$ cat src/rtl/des_io_pkg.sv
package des_io_pkg;

  localparam int HALF_W = 32;
  localparam int NSTEPS = 7;

  typedef enum logic [2:0] {
    OP_SWAP_LR,   // t from left shifted, applied to right
    OP_SWAP_RL,   // t from right shifted, applied to left
    OP_ROTL_L,
    OP_ROTL_R,
    OP_ROTR_L,
    OP_ROTR_R,
    OP_XCHG
  } step_op_e;

  typedef struct packed {
    step_op_e    op;
    logic [4:0]  sh;
    logic [31:0] mask;
  } step_t;

  typedef struct packed {
    logic [HALF_W-1:0] l;
    logic [HALF_W-1:0] r;
  } halves_t;

  function automatic step_t mk(step_op_e op, logic [4:0] sh, logic [31:0] mask);
    step_t s;
    s.op = op;
    s.sh = sh;
    s.mask = mask;
    return s;
  endfunction

  // Initial permutation sequence
  function automatic step_t fwd_step(int idx);
    case (idx)
      0:       return mk(OP_SWAP_LR, 5'd4,  32'h0f0f0f0f);
      1:       return mk(OP_SWAP_LR, 5'd16, 32'h0000ffff);
      2:       return mk(OP_SWAP_RL, 5'd2,  32'h33333333);
      3:       return mk(OP_SWAP_RL, 5'd8,  32'h00ff00ff);
      4:       return mk(OP_ROTL_R,  5'd1,  32'h0);
      5:       return mk(OP_XCHG,    5'd0,  32'haaaaaaaa);
      default: return mk(OP_ROTL_L,  5'd1,  32'h0);
    endcase
  endfunction

  // Inverse permutation sequence
  function automatic step_t inv_step(int idx);
    case (idx)
      0:       return mk(OP_ROTR_R,  5'd1,  32'h0);
      1:       return mk(OP_XCHG,    5'd0,  32'haaaaaaaa);
      2:       return mk(OP_ROTR_L,  5'd1,  32'h0);
      3:       return mk(OP_SWAP_LR, 5'd8,  32'h00ff00ff);
      4:       return mk(OP_SWAP_LR, 5'd2,  32'h33333333);
      5:       return mk(OP_SWAP_RL, 5'd16, 32'h0000ffff);
      default: return mk(OP_SWAP_RL, 5'd4,  32'h0f0f0f0f);
    endcase
  endfunction

  function automatic halves_t apply_step(step_t s, halves_t h);
    halves_t o;
    logic [HALF_W-1:0] t;
    o = h;
    case (s.op)
      OP_SWAP_LR: begin
        t   = ((h.l >> s.sh) ^ h.r) & s.mask;
        o.r = h.r ^ t;
        o.l = h.l ^ (t << s.sh);
      end
      OP_SWAP_RL: begin
        t   = ((h.r >> s.sh) ^ h.l) & s.mask;
        o.l = h.l ^ t;
        o.r = h.r ^ (t << s.sh);
      end
      OP_ROTL_L: o.l = {h.l[HALF_W-2:0], h.l[HALF_W-1]};
      OP_ROTL_R: o.r = {h.r[HALF_W-2:0], h.r[HALF_W-1]};
      OP_ROTR_L: o.l = {h.l[0], h.l[HALF_W-1:1]};
      OP_ROTR_R: o.r = {h.r[0], h.r[HALF_W-1:1]};
      default: begin
        t   = (h.l ^ h.r) & s.mask;
        o.l = h.l ^ t;
        o.r = h.r ^ t;
      end
    endcase
    return o;
  endfunction

endpackage

$ cat src/rtl/des_perm_chain.sv
module des_perm_chain
  import des_io_pkg::*;
#(
  parameter bit INVERSE = 1'b0
) (
  input  halves_t din,
  output halves_t dout
);

  halves_t stage [NSTEPS+1];

  assign stage[0] = din;

  for (genvar g = 0; g < NSTEPS; g++) begin : g_step
    localparam step_t ST = INVERSE ? inv_step(g) : fwd_step(g);
    assign stage[g+1] = apply_step(ST, stage[g]);
  end

  assign dout = stage[NSTEPS];

endmodule

$ cat src/rtl/des_byte_collect.sv
module des_byte_collect #(
  parameter int BYTE_W = 8,
  parameter int BLK_W  = 64
) (
  input  logic              clk,
  input  logic              rst_n,
  input  logic              in_valid,
  output logic              in_ready,
  input  logic [BYTE_W-1:0] in_byte,
  output logic              blk_valid,
  input  logic              blk_ready,
  output logic [BLK_W-1:0]  blk
);

  localparam int NBYTES = BLK_W / BYTE_W;
  localparam int CNT_W  = $clog2(NBYTES);
  localparam logic [CNT_W-1:0] LAST = CNT_W'(NBYTES - 1);

  logic [CNT_W-1:0] cnt;
  logic [BLK_W-1:0] shreg;
  logic             full;
  logic             take;

  assign in_ready  = !full;
  assign take      = in_valid && !full;
  assign blk_valid = full;
  assign blk       = shreg;

  always_ff @(posedge clk) begin
    if (!rst_n) begin
      cnt  <= '0;
      full <= 1'b0;
    end else begin
      if (take) begin
        if (cnt == LAST) begin
          cnt  <= '0;
          full <= 1'b1;
        end else begin
          cnt <= cnt + 1'b1;
        end
      end
      if (full && blk_ready) full <= 1'b0;
    end
  end

  always_ff @(posedge clk) begin
    if (take) shreg <= {shreg[BLK_W-BYTE_W-1:0], in_byte};
  end

endmodule

$ cat src/rtl/des_byte_emit.sv
module des_byte_emit #(
  parameter int BYTE_W = 8,
  parameter int BLK_W  = 64
) (
  input  logic              clk,
  input  logic              rst_n,
  input  logic              blk_valid,
  output logic              blk_ready,
  input  logic [BLK_W-1:0]  blk,
  output logic              out_valid,
  input  logic              out_ready,
  output logic [BYTE_W-1:0] out_byte
);

  localparam int NBYTES = BLK_W / BYTE_W;
  localparam int CNT_W  = $clog2(NBYTES);
  localparam logic [CNT_W-1:0] LAST = CNT_W'(NBYTES - 1);

  logic [CNT_W-1:0] idx;
  logic [BLK_W-1:0] shreg;
  logic             busy;

  assign blk_ready = !busy;
  assign out_valid = busy;
  assign out_byte  = shreg[BLK_W-1 -: BYTE_W];

  always_ff @(posedge clk) begin
    if (!rst_n) begin
      busy <= 1'b0;
      idx  <= '0;
    end else if (!busy) begin
      if (blk_valid) begin
        busy <= 1'b1;
        idx  <= '0;
      end
    end else if (out_ready) begin
      if (idx == LAST) busy <= 1'b0;
      idx <= idx + 1'b1;
    end
  end

  always_ff @(posedge clk) begin
    if (!busy && blk_valid)    shreg <= blk;
    else if (busy && out_ready) shreg <= {shreg[BLK_W-BYTE_W-1:0], {BYTE_W{1'b0}}};
  end

endmodule

$ cat src/rtl/des_block_io.sv
module des_block_io
  import des_io_pkg::*;
#(
  parameter int BYTE_W = 8
) (
  input  logic              clk,
  input  logic              rst_n,
  input  logic              in_valid,
  output logic              in_ready,
  input  logic [BYTE_W-1:0] in_byte,
  output logic              ip_valid,
  input  logic              ip_ready,
  output logic [31:0]       ip_left,
  output logic [31:0]       ip_right,
  input  logic              fp_valid,
  output logic              fp_ready,
  input  logic [31:0]       fp_left,
  input  logic [31:0]       fp_right,
  output logic              out_valid,
  input  logic              out_ready,
  output logic [BYTE_W-1:0] out_byte
);

  localparam int BLK_W = 2 * HALF_W;

  logic [BLK_W-1:0] in_blk;
  logic [BLK_W-1:0] out_blk;
  halves_t          fwd_in, fwd_out, inv_in, inv_out;

  des_byte_collect #(.BYTE_W(BYTE_W), .BLK_W(BLK_W)) i_collect (
    .clk      (clk),
    .rst_n    (rst_n),
    .in_valid (in_valid),
    .in_ready (in_ready),
    .in_byte  (in_byte),
    .blk_valid(ip_valid),
    .blk_ready(ip_ready),
    .blk      (in_blk)
  );

  // Earlier bytes are more significant; upper half is left
  assign fwd_in.l = in_blk[BLK_W-1:HALF_W];
  assign fwd_in.r = in_blk[HALF_W-1:0];

  des_perm_chain #(.INVERSE(1'b0)) i_fwd (.din(fwd_in), .dout(fwd_out));

  assign ip_left  = fwd_out.l;
  assign ip_right = fwd_out.r;

  assign inv_in.l = fp_left;
  assign inv_in.r = fp_right;

  des_perm_chain #(.INVERSE(1'b1)) i_inv (.din(inv_in), .dout(inv_out));

  // Right half leaves first
  assign out_blk = {inv_out.r, inv_out.l};

  des_byte_emit #(.BYTE_W(BYTE_W), .BLK_W(BLK_W)) i_emit (
    .clk      (clk),
    .rst_n    (rst_n),
    .blk_valid(fp_valid),
    .blk_ready(fp_ready),
    .blk      (out_blk),
    .out_valid(out_valid),
    .out_ready(out_ready),
    .out_byte (out_byte)
  );

endmodule

$ cat config.mk
export PLATFORM = sky130hd
export DESIGN_NAME = des_block_io
export DESIGN_NICKNAME = d
export VERILOG_FILES = /design/src/rtl/des_io_pkg.sv /design/src/rtl/des_perm_chain.sv /design/src/rtl/des_byte_collect.sv /design/src/rtl/des_byte_emit.sv /design/src/rtl/des_block_io.sv
export SDC_FILE = /design/constraint.sdc
export NUM_CORES = 1
export LEC_CHECK = 0
export CORE_ASPECT_RATIO = 0.9
export CORE_MARGIN = 5
export CORE_UTILIZATION = 50
export DETAILED_ROUTE_END_ITERATION = 7
export GPL_TIMING_DRIVEN = 1
export PLACE_DENSITY = 0.81
export SKIP_LAST_GASP = 1
export SLEW_MARGIN = 0
export SYNTH_ARGS = -nofsm -noshare
export SYNTH_HDL_FRONTEND = slang
export SYNTH_HIERARCHICAL = 1
export SYNTH_SLANG_ARGS = --single-unit
export TNS_END_PERCENT = 50
$ cat constraint.sdc
create_clock -name clk -period 2.2 [get_ports clk]
set_input_delay 0.33 -clock clk [delete_from_list [all_inputs] [get_ports clk]]
set_output_delay 0.33 -clock clk [all_outputs]
set_load 0.02 [all_outputs]
Word level (Yosys, flattened, before mapping):

Index checks and enable logic that the tools add are counted.

* register bits: 136
* output and inout bits: 76

* $add $sub $neg: 2
* equal/unequal tests: 3
* multiplexer cells: 10
* bitwise logic cells: 31
* reductions and logical operators: 11

Operator list (count)
* 32-bit XOR: 14
* 64-bit 2-to-1 mux: 2
* 32-bit by 16-bit XOR with 32-bit output: 2
* 32-bit by 24-bit XOR with 32-bit output: 2
* 32-bit by 28-bit XOR with 32-bit output: 2
* 32-bit by 30-bit XOR with 32-bit output: 2
* 30-bit XOR: 2
* 28-bit XOR: 2
* 24-bit XOR: 2
* 16-bit XOR: 2
* 3-bit 2-to-1 mux: 4
* 3-bit by 1-bit adder with 3-bit output, second input constant: 2
* 3-bit equality test, second input constant: 2
* 1-bit logical AND: 4
* 1-bit 2-to-1 mux: 4
* 2-bit AND reduction: 2
* 2-bit nonzero test: 2
* 1-bit zero test: 2
* 2-bit inequality test, second input constant: 1
* 2-bit OR reduction: 1
* 1-bit inverter: 1

Depth between registers and ports, before layout:

Gate-level depths: netlist of run 1.

* word-level depth: 11
* mapped depth: 5
* gate-level depth less buffers: 5

Cells and area by module:

Netlist of run 1, hierarchy kept.

Modules (own cells, without submodules)
* des_byte_emit: times used 1, cells each 164, area each 3196.8 µm², sequential area each 2001.9 µm²
* des_byte_collect: times used 1, cells each 83, area each 2127.0 µm², sequential area each 2001.9 µm²
* des_perm_chain at i_fwd: times used 1, cells each 86, area each 523.0 µm², sequential area each 0.0 µm²
* des_perm_chain at i_inv: times used 1, cells each 78, area each 407.9 µm², sequential area each 0.0 µm²

Worst setup path after synthesis of run 1:

OpenSTA, ideal clock, no wires.

* path type: register -> register
* start point: register i_emit.busy (netlist: i_emit/out_valid)
* end point: register i_emit.shreg[0] (enable)
* arrival: 1529 ps
* slack: 276 ps
* stages on the path, launching flop included: 3
* buffers on the path: 1
* period minus slack after synthesis: 1924 ps
* cells stage by stage: dfxtp_1 buf_6 mux2_2

* longest elaborated chain between the ends: 3

RTL lines
* start, declared: RTL line des_byte_emit.sv:21 `logic busy;`
* start signal, assigned: RTL line des_byte_emit.sv:29 `busy <= 1'b0;`
* start signal, assigned: RTL line des_byte_emit.sv:33 `busy <= 1'b1;`
* start signal, assigned: RTL line des_byte_emit.sv:37 `if (idx == LAST) busy <= 1'b0;`
* 1-bit zero test
* 1-bit logical AND: RTL line des_byte_emit.sv:43 `if (!busy && blk_valid) shreg <= blk;`
* 2-bit nonzero test (no line) (*)
* end signal, assigned: RTL line des_byte_emit.sv:43
* end signal, assigned: RTL line des_byte_emit.sv:44 `else if (busy && out_ready) shreg <= {shreg[BLK_W-BYTE_W-1:0], {BYTE_W{1'b0}}};`
* end, declared: RTL line des_byte_emit.sv:20 `logic [BLK_W-1:0] shreg;`

Mark *: on every way between the ends. The rest lies on a longest branch, timed or not.
A chain may end at the register's enable or synchronous reset.

Final worst setup path of run 1:

* start point: register i_collect.shreg[20] (netlist: i_collect/blk[20])
* end point: output port ip_left[22]

* longest elaborated chain between the ends: 6

RTL lines
* start, declared: RTL line des_byte_collect.sv:20 `logic [BLK_W-1:0] shreg;`
* start signal, assigned: RTL line des_byte_collect.sv:47 `if (take) shreg <= {shreg[BLK_W-BYTE_W-1:0], in_byte};`
* 32-bit by 28-bit XOR with 32-bit output: RTL line des_io_pkg.sv:68 `o.r = h.r ^ t;`
* 32-bit by 16-bit XOR with 32-bit output: RTL line des_io_pkg.sv:68
* 32-bit XOR (2 in a row): RTL line des_io_pkg.sv:74 `o.r = h.r ^ (t << s.sh);`
* 32-bit XOR: RTL line des_io_pkg.sv:81 `t = (h.l ^ h.r) & s.mask;`
* 32-bit XOR: RTL line des_io_pkg.sv:82 `o.l = h.l ^ t;`
* end, declared: RTL line des_block_io.sv:13 `output logic [31:0] ip_left,`

Every way passes these cells.

==> metrics.md, run 1 <==
| Metric | Value |
|---|---|
| Critical Path AT | 1930 ps |
| Clock latency at the later pin of the worst-skew pair | between 400 and 500 ps |
| DR vias | 2951 |
| Port Buffer Count | between 150 and 200 |
| ANT nets after route | 0 |
| Postcts setup bufs | 0 |
| Post-synth cell types | 26 |
| Critical Path Max Stage Delay | around 560 ps |
| Critical Path RT | 1870 ps |
| Core area | approximately 0.012 sq mm |
| Synthesized cell area | 0.006255 sq mm |
| CTS tree | built |
| CTS Buf Count | 17 |
| Max-Cap Viols | 0 |
| 1st-iter DRT viols | 188 |
| # H-tree levels | 4 |
| Worst min path class | reg2reg |
| CTS Buffer Depth | 2 |
| Fin crit period | about 2300 ps |
| Commonest non-fill, non-tap cell in the layout | clkdlybuf4s50_1 |
| Post-DP Area | 0.007482 sq mm |
| Fin crit share | 1.025 |
| Post-CTS Hold Buffers | 0 |
| Die height | around 120 um |
| Final Hold Fails | 0 |
| Most frequent cells in the layout | clkdlybuf4s50_1 (142), edfxtp_1 (128), mux2_4 (53) |
| Crit path cell chain | ha_1 -> or2_2 -> clkdlybuf4s50_1 |
| Layout cell share with drive strength beyond 1 | 0.2162 |
| Synth Register Bits | around 140 |
| Die area | 0.01485 sq mm |
| Synth area leader | edfxtp_1 |
| Die width | roughly 130 um |
| Post-layout net count | about 570 |
| Slew HR | 0.7511 |
| Peak supply drop | around 0.66 mV |
| Max Fanout on Critical Path | 4 |
| GPL Wtd Cong | about 0.75 |
| Power Total | a little under 7 mW |
| Final Setup Violations | 5 |
| Yosys warns | 6 |
| Max Transition Viols Final | 0 |
| CP max-delay cell | clkdlybuf4s50_1 |
| Final WS setup | -55.45 ps |
| Final Util | 0.6617 |
| RSZ-0062 raised after global routing | yes |
| Synthesized area per cell | approximately 15 sq um |
| Reg-to-reg setup timing slack | around 630 ps |
| Slew @ Worst Pin | approximately 370 ps |
| Outcome | finished, violations left |
| Worst Skew | ~5.8 ps |
| Register area share after synthesis | 0.6401 |
| Wirelength, routed | approximately 11000 um |
| Clock transition at path regs | 60 ps |
| Element type at the critical path start | flop |
| Highest clock rate | 443.4 MHz |
| Critical Path End Type | output port |
| PwrDens | 843.2 mW/mm^2 |
| Leakage | approximately 3.2 nW |
| Worst Path Class, Setup | reg2out |
| # clock sinks | 136 |
| Largest net degree at the start of global routing | a little under 70 |
| Cell Rows | 38 |
| # IOs | 154 |
| Grt ovf | 0 |
| DR pass1 iterations | 4 |
| First-pass GRT wire length | roughly 16000 um |
| Fin area | between 0.008 and 0.009 sq mm |
| Number of remaining DRC errors | 0 |
| Number of antenna violations at the first check in global routing | 0 |
| Initial Util | 0.5139 |
| Number of vias per cell | around 4.6 |
| Layout area overhead | 28.77% |
| All-Layer GR Usage | 0.1423 |
| Post-Syn Nets | roughly 520 |
| HPWL Detailed | 7566 um |
| CTS Root Cell | clkbuf_16 |
| Post-synth top area share | 0.6145 |
| WL/cell | ~16 um |
| Vias in the first global route | between 3k and 4k |
| Failing checks | negative setup slack |
| Synth top area cells | edfxtp_1 (61%), mux2_4 (12%), clkbuf_1 (6.1%) |
| ANT cells | 0 |
| Gate Count Post-Synth | around 400 |
[flip-flops by register name, indices dropped and copies added (netlist names)]
name	count
i_emit/shreg	64
i_collect/blk_valid	1
i_collect/blk	64
i_emit/out_valid	1
i_emit/idx	3
i_collect/cnt	3
[through the flow]
step / setup TNS, ps / cells / hold WS, ps / setup WS (ps)
4_1_cts: -715.3 / 641 / 444.9 / -125.4
5_1_grt: -515.1 / 641 / 455.8 / -111.0
3_3_place_gp: 0 / 609 / 427.9 / 179.4
6_report: -134.5 / 641 / 444.7 / -55.45
3_5_place_dp: 0 / 609 / 434.9 / 118.7
2_1_floorplan: 0 / 411 / 424.4 / 275.5
[kinds of logic (layout without fill, tap and decap cells)]
family,count (synthesis),after routing,share of synthesized area
adder cells (fa/ha/maj),26,26,0.05201
multiplexers,60,60,0.1386
buffers and inverters,136,206,0.1080
AND/OR/NAND/NOR,31,31,0.03201
AO/OA/AOI/OAI,7,7,0.007001
flip-flops,136,136,0.6401
XOR/XNOR,15,15,0.02221
[metal layers]
| layer | up-vias | share of wire | global-route usage | routed length, um |
|---|---|---|---|---|
| li1 | 1447 | - | - | - |
| met4 | 0 | 0.019 | 0.06153 | 195 |
| met2 | 94 | 0.52 | 0.2411 | 5456 |
| met1 | 1392 | 0.40 | 0.1620 | 4189 |
| met5 | - | 0 | 0 | 0 |
| met3 | 18 | 0.065 | 0.05533 | 680 |
[synth_stat cells]
cell type  number
a211oi_2        1
a21oi_1         1
a31oi_1         1
and2_1          9
buf_12          6
buf_4          12
buf_6           3
clkbuf_1      101
dfxtp_1         8
edfxtp_1      128
ha_1           26
inv_1          14
mux2_2          5
mux2_4         52
mux2i_1         3
nand2_1         2
nand3b_1        1
nand4_1         2
nor2_1          2
nor2b_1         3
nor2b_4         2
o21ai_0         4
or2_2          10
xnor2_1        13
xnor2_2         1
xor2_1          1
[report_power, final]
part / internal, mW / leakage (nW) / switching (mW)
clock network: 1.73 / 0.282 / 0.962
logic: 0.541 / 1.57 / 0.389
registers: 3.09 / 1.32 / 0.0787
[what timing repair did]
| item | CTS | global route |
|---|---|---|
| pin swaps | 0 | 0 |
| gates resized for setup | 7 | 4 |
| setup endpoints to repair | 15 | 9 |
[layout make-up]
type	count	area, sq um
multi-input cells	139	1579
clock buffers	29	530.5
fillers	883	4118
inverters	14	52.55
flip-flops and latches	136	4004
well taps	160	200.2
repair buffers	160	1648
clock inverters	3	40.04
[critical path, delay by kind of cell, from the launching register on]
kind / cells / cell delay, ps
buffers and inverters: 1 / 560
adders and majority gates: 1 / 230
DFF: 1 / 450
and+or+nand+nor: 1 / 280
[worst paths after layout]
kind,start,to,depth (start not counted)
worst min-delay path,i_collect/blk[37],i_collect/blk[45],0
worst max-delay path,i_collect/blk[20],ip_left[22],3
worst max register to register,i_emit/out_valid,i_emit/shreg[46],3
worst min register to register,i_collect/blk[37],i_collect/blk[45],0
Power figures use the tool's default switching activity.
==> inputs of run 2 (changes only) <==
Settings changed: ABC_CLOCK_PERIOD_IN_PS set to 2200, TNS_END_PERCENT 50 to 30.
==> run 2 against run 1 <==
Effect of this change: the flow still finishes with violations (negative setup slack); via count grew 0.30%; clock power is essentially flat; global-route usage is the same; fmax shrank 1.9%; count of clock-buffer cells in the layout is the same; core utilization is essentially flat; register-to-register slack is essentially flat.
==> metrics.md, run 2 (synthesized netlist as in run 1, its figures left out) <==
| Metric | Value |
|---|---|
| Multi-input gate area | approximately 0.0016 sq mm |
| Initial Util | 0.5139 |
| GPL Wtd Cong | roughly 0.75 |
| Element type at the critical path start | flop |
| Critical Path AT | ~2000 ps |
| # clock sinks | between 100 and 150 |
| ANT cells | 0 |
| HPWL Detailed | 7566 um |
| Power share of the combinational group | 0.138 |
| # IOs | between 150 and 200 |
| Clk pwr share | 0.396 |
| Postcts setup bufs | 0 |
| Slew HR | 0.7506 |
| CTS Buffer Depth | 2 |
| Layout cell share with drive strength beyond 1 | 0.2162 |
| Leakage | ~3.2 nW |
| Largest net degree at the start of global routing | between 60 and 70 |
| Max-Cap Viols | 0 |
| Final WS setup | -98.32 ps |
| Die area | 0.01485 sq mm |
| Pint | 5.367 mW |
| WL/cell | between 15 and 20 um |
| RSZ-0062 raised after global routing | yes |
| Fin crit period | about 2300 ps |
| Grt ovf | 0 |
| Critical Path End Type | output port |
| Post-layout net count | about 570 |
| First-pass GRT wire length | 15790 um |
| CTS Buf Count | 17 |
| # H-tree levels | 4 |
| Sequential cell area | between 0.004 and 0.005 sq mm |
| Clock transition at path regs | roughly 60 ps |
| Worst Path Class, Setup | reg2out |
| Number of remaining DRC errors | 0 |
| DR pass1 iterations | 4 |
| Final Setup Violations | 9 |
| Core area | about 0.012 sq mm |
| Die height | approximately 120 um |
| Sequential Power Share | 0.466 |
| Wirelength, routed | 10510 um |
| Final Hold Fails | 0 |
| DR vias | around 3k |
| Worst Skew | around 5.8 ps |
| Most frequent cells in the layout | clkdlybuf4s50_1 (146), edfxtp_1 (128), mux2_4 (53) |
| ANT nets after route | 0 |
| Number of vias per cell | about 4.6 |
| Power Total | a little under 7 mW |
| Number of antenna violations at the first check in global routing | 0 |
| Slew @ Worst Pin | around 370 ps |
| PwrDens | 843.7 mW/mm^2 |
| Peak supply drop | between 0.6 and 0.7 mV |
| CTS Root Cell | clkbuf_16 |
| Switching share of power | 0.2103 |
| Fin crit share | 1.045 |
| Port Buffer Count | roughly 150 |
| Switch Pwr | 1.429 mW |
| Vias in the first global route | around 3.1k |
| Critical Path RT | roughly 1900 ps |
| Clock latency at the later pin of the worst-skew pair | about 410 ps |
| Die width | between 100 and 150 um |
| Max Fanout on Critical Path | 4 |
| Worst min path class | reg2reg |
| CTS tree | built |
| Post-CTS Hold Buffers | 0 |
| # fillers | between 800 and 900 |
| Failing checks | negative setup slack |
| Layout area overhead | 28.79% |
| Highest clock rate | 435.1 MHz |
| Max Transition Viols Final | 0 |
| Outcome | finished, violations left |
| Commonest non-fill, non-tap cell in the layout | clkdlybuf4s50_1 |
| Cell Rows | 38 |
| 1st-iter DRT viols | about 190 |
| Setup tns final | -396.6 ps |
| All-Layer GR Usage | 0.1423 |
## run 2: changes by cell type in the layout (fill, tap and decap cells not counted)
cell / delta
clkdlybuf4s50_1: +4
dlymetal6s2s_1: -1
dlygate4sd2_1: -3
## run 2: metrics by stage
step	util	hold WS (ps)	cell area, sq um	setup WS [ps]	cells
after floorplan	-	424.4	6255	275.5	411
after global placement	0.6147	427.9	7482	179.4	609
after detailed placement	0.6147	434.9	7482	118.7	609
after CTS	0.6612	444.9	8048	-144.3	641
after global routing	0.6618	455.8	8055	-200.2	641
final	0.6618	444.7	8055	-98.32	641
## run 2: power groups by stage
| stage | Combinational [mW] | Clock (mW) | Sequential [mW] |
|---|---|---|---|
| final | 0.936 | 2.69 | 3.17 |
| after global routing | 0.993 | 2.85 | 3.19 |
| after CTS | 0.953 | 2.75 | 3.17 |
| after detailed placement | 0.957 | 0 | 3.22 |
| after global placement | 0.935 | 0 | 3.21 |
| after floorplan | 0.631 | 0 | 3.19 |
## run 2: what timing repair did
action / CTS / global route
setup endpoints to repair: 15 / 12
pin swaps: 0 / 0
cloned: 0 / 0
resized for setup: 4 / 3
## run 2: layout make-up
type / count / share of cell area
Clock buffer: 29 / 0.06586
Clock inverter: 3 / 0.004970
Inverter: 14 / 0.006524
Multi-Input combinational cell: 139 / 0.1960
Sequential cell: 136 / 0.4970
Tap cell: 160 / 0.02485
Timing Repair Buffer: 160 / 0.2047
## run 2: worst max-delay path, stage by stage, from the launching register on
cell and delay (ps):
edfxtp_1 440, ha_1 330, xnor2_1 160, clkdlybuf4s50_1 630
## run 2: final timing paths
kind / slack (ps) / from / to / cells after the start
worst max-delay path: -100 / i_collect/blk[35] / ip_right[3] / 3
worst min-delay path: 440 / i_collect/blk[37] / i_collect/blk[45] / 0
worst max register to register: 630 / i_emit/out_valid / i_emit/shreg[46] / 3
worst min register to register: 440 / i_collect/blk[37] / i_collect/blk[45] / 0
## run 2: layer usage
layer | part of all wire | global-route usage | vias up
li1 | - | - | 1447
met1 | 0.40 | 0.1620 | 1403
met2 | 0.52 | 0.2411 | 92
met3 | 0.063 | 0.05533 | 18
met4 | 0.019 | 0.06153 | 0
met5 | 0 | 0 | -
==> inputs of run 3 (changes only) <==
Settings changed: CORE_MARGIN 5 to 2.
==> run 3 against run 2 <==
Effect of this change: the flow still finishes with violations (negative setup slack); combinational power increased by 0.4%; sequential cell count unchanged; cell area increased by 0.87%; power increased by 2.3%; worst setup slack got worse by 17 ps; sequential share of layout area decreased by 0.43 points; clock skew increased by 1.0 ps; fmax decreased by 0.72%; critical path depth unchanged; count of clock-buffer cells in the layout decreased by 9; clock power increased by 6%.
==> metrics.md, run 3 (synthesized netlist as in run 1, its figures left out) <==
| Metric | Value |
|---|---|
| Final Util | 0.6702 |
| Critical Path End Type | output port |
| Worst min path class | reg2reg |
| Worst Path Class, Setup | reg2out |
| Clock transition at path regs | 60 ps |
| # clock sinks | between 100 and 150 |
| Slew @ Worst Pin | around 510 ps |
| Number of remaining DRC errors | 0 |
| Peak supply drop | ~0.42 mV |
| Layout area overhead | 29.91% |
| CTS Buf Count | 17 |
| # fillers | approximately 830 |
| RSZ-0062 raised after global routing | yes |
| All-Layer GR Usage | 0.1521 |
| Number of antenna violations at the first check in global routing | 0 |
| Clock latency at the later pin of the worst-skew pair | ~410 ps |
| Largest net degree at the start of global routing | 42 |
| Fin area | 0.008125 sq mm |
| Port Buffer Count | between 150 and 200 |
| Critical Path RT | between 1500 and 2000 ps |
| Fin crit period | 2315 ps |
| Highest clock rate | 432.0 MHz |
| CP bufs+invs | 1 |
| FF-to-FF path depth | 3 |
| CTS tree | built |
| Cell Rows | 38 |
| Fin crit share | 1.052 |
| Worst Hold End | i_collect/blk[27] |
| Final WS setup | -115.0 ps |
| Hold path cells | 0 |
| WL/cell | between 15 and 20 um |
| DR vias | between 3k and 4k |
| Most frequent cells in the layout | clkdlybuf4s50_1 (146), edfxtp_1 (128), mux2_4 (53) |
| Post-layout net count | between 500 and 600 |
| Sequential cell area | 0.004004 sq mm |
| Critical Path AT | between 1500 and 2000 ps |
| CTS Root Cell | clkbuf_16 |
| Max-Cap Viols | 0 |
| Worst r2r dst | i_emit/shreg[49] |
| Vias in the first global route | ~3.0k |
| CTS Buffer Depth | 2 |
| HPWL Detailed | approximately 7200 um |
| 1st-iter DRT viols | between 100 and 150 |
| Postcts setup bufs | 0 |
| # H-tree levels | 4 |
| PwrDens | 855.4 mW/mm^2 |
| Wirelength, routed | around 10000 um |
| Failing checks | negative setup slack |
| Max Fanout on Critical Path | 4 |
| CP max-delay cell | clkdlybuf4s50_1 |
| Family with the most delay on the worst path | buffers and inverters |
| Max Transition Viols Final | 0 |
| Die height | 110.1 um |
| Number of vias per cell | 4.669 |
| Layout cell share with drive strength beyond 1 | 0.2211 |
| Outcome | finished, violations left |
| Worst Skew | slightly below 7 ps |
| Power Total | about 7.0 mW |
| Grt ovf | 0 |
| Leakage | 3.196 nW |
| Element type at the critical path start | flop |
| Worst hold margin | roughly 450 ps |
| Commonest non-fill, non-tap cell in the layout | clkdlybuf4s50_1 |
| First-pass GRT wire length | around 15000 um |
| Crit path cell chain | ha_1 -> xnor2_1 -> clkdlybuf4s50_1 |
| # IOs | roughly 150 |
| DR pass1 iterations | 4 |
| Reg-to-reg setup timing slack | ~630 ps |
| Core area | approximately 0.012 sq mm |
| Post-DP Area | between 0.007 and 0.008 sq mm |
| Die width | around 120 um |
| ANT nets after route | 0 |
| ANT cells | 0 |
| Critical Path Max Stage Delay | between 600 and 700 ps |
| Die area | ~0.013 sq mm |
| Final Hold Fails | 0 |
| R2R Path Start | i_emit/out_valid |
| Initial Util | 0.5159 |
| Final Setup Violations | 8 |
| Multi-input gate area | ~0.0016 sq mm |
| Hold Startpoint | i_collect/blk[19] |
| Setup WS pre-CTS | ~120 ps |
| GPL Wtd Cong | approximately 0.71 |
| Slew HR | 0.6608 |
run 3: worst max path at each step:
stage	cells after the start	startpoint	slack, ps	end
after floorplan	2	i_emit/out_valid	280	i_emit/shreg[0]
after global placement	5	i_collect/blk[13]	180	ip_right[0]
after detailed placement	5	i_collect/blk[13]	120	ip_right[0]
after CTS	3	i_collect/blk[35]	-150	ip_right[3]
after global routing	3	i_collect/blk[43]	-180	ip_left[12]
final	3	i_collect/blk[20]	-110	ip_right[21]
run 3: what timing repair did:
item,CTS,global route
hold buffers,0,0
resized for setup,4,3
endpoints found under the setup margin,15,12
run 3: worst reg2reg max path: cells and delay by family (launching register included):
family	cells	cell delay, ps
buf+inv	1	280
mux	1	400
flops	1	420
simple gates	1	220
run 3: per-layer routing:
| metal | global-route usage | part of all wire | up-vias |
|---|---|---|---|
| met5 | 0 | 0 | - |
| met4 | 0.05665 | 0.011 | 0 |
| met3 | 0.06173 | 0.063 | 5 |
| met2 | 0.2638 | 0.52 | 91 |
| met1 | 0.1694 | 0.41 | 1458 |
| li1 | - | - | 1453 |
run 3: area by class of cell:
class                   count  share of cell area
flip-flops and latches    136              0.4928
clock inverters            12             0.01925
inverters                  14            0.006468
repair buffers            163              0.2088
clock buffers              20             0.05374
multi-input cells         139              0.1943
well taps                 160             0.02464
run 3: stage by stage:
step | cells | setup TNS, ps
2_1_floorplan | 411 | 0
3_3_place_gp | 612 | 0
3_5_place_dp | 612 | 0
4_1_cts | 644 | -1110
5_1_grt | 644 | -1123
6_report | 644 | -413.1
run 3: power breakdown:
part           total [mW]  internal, mW  switching, mW
logic               0.940         0.555          0.386
clock network        2.84          1.87          0.973
registers            3.17          3.09         0.0786
total                6.95          5.51           1.44
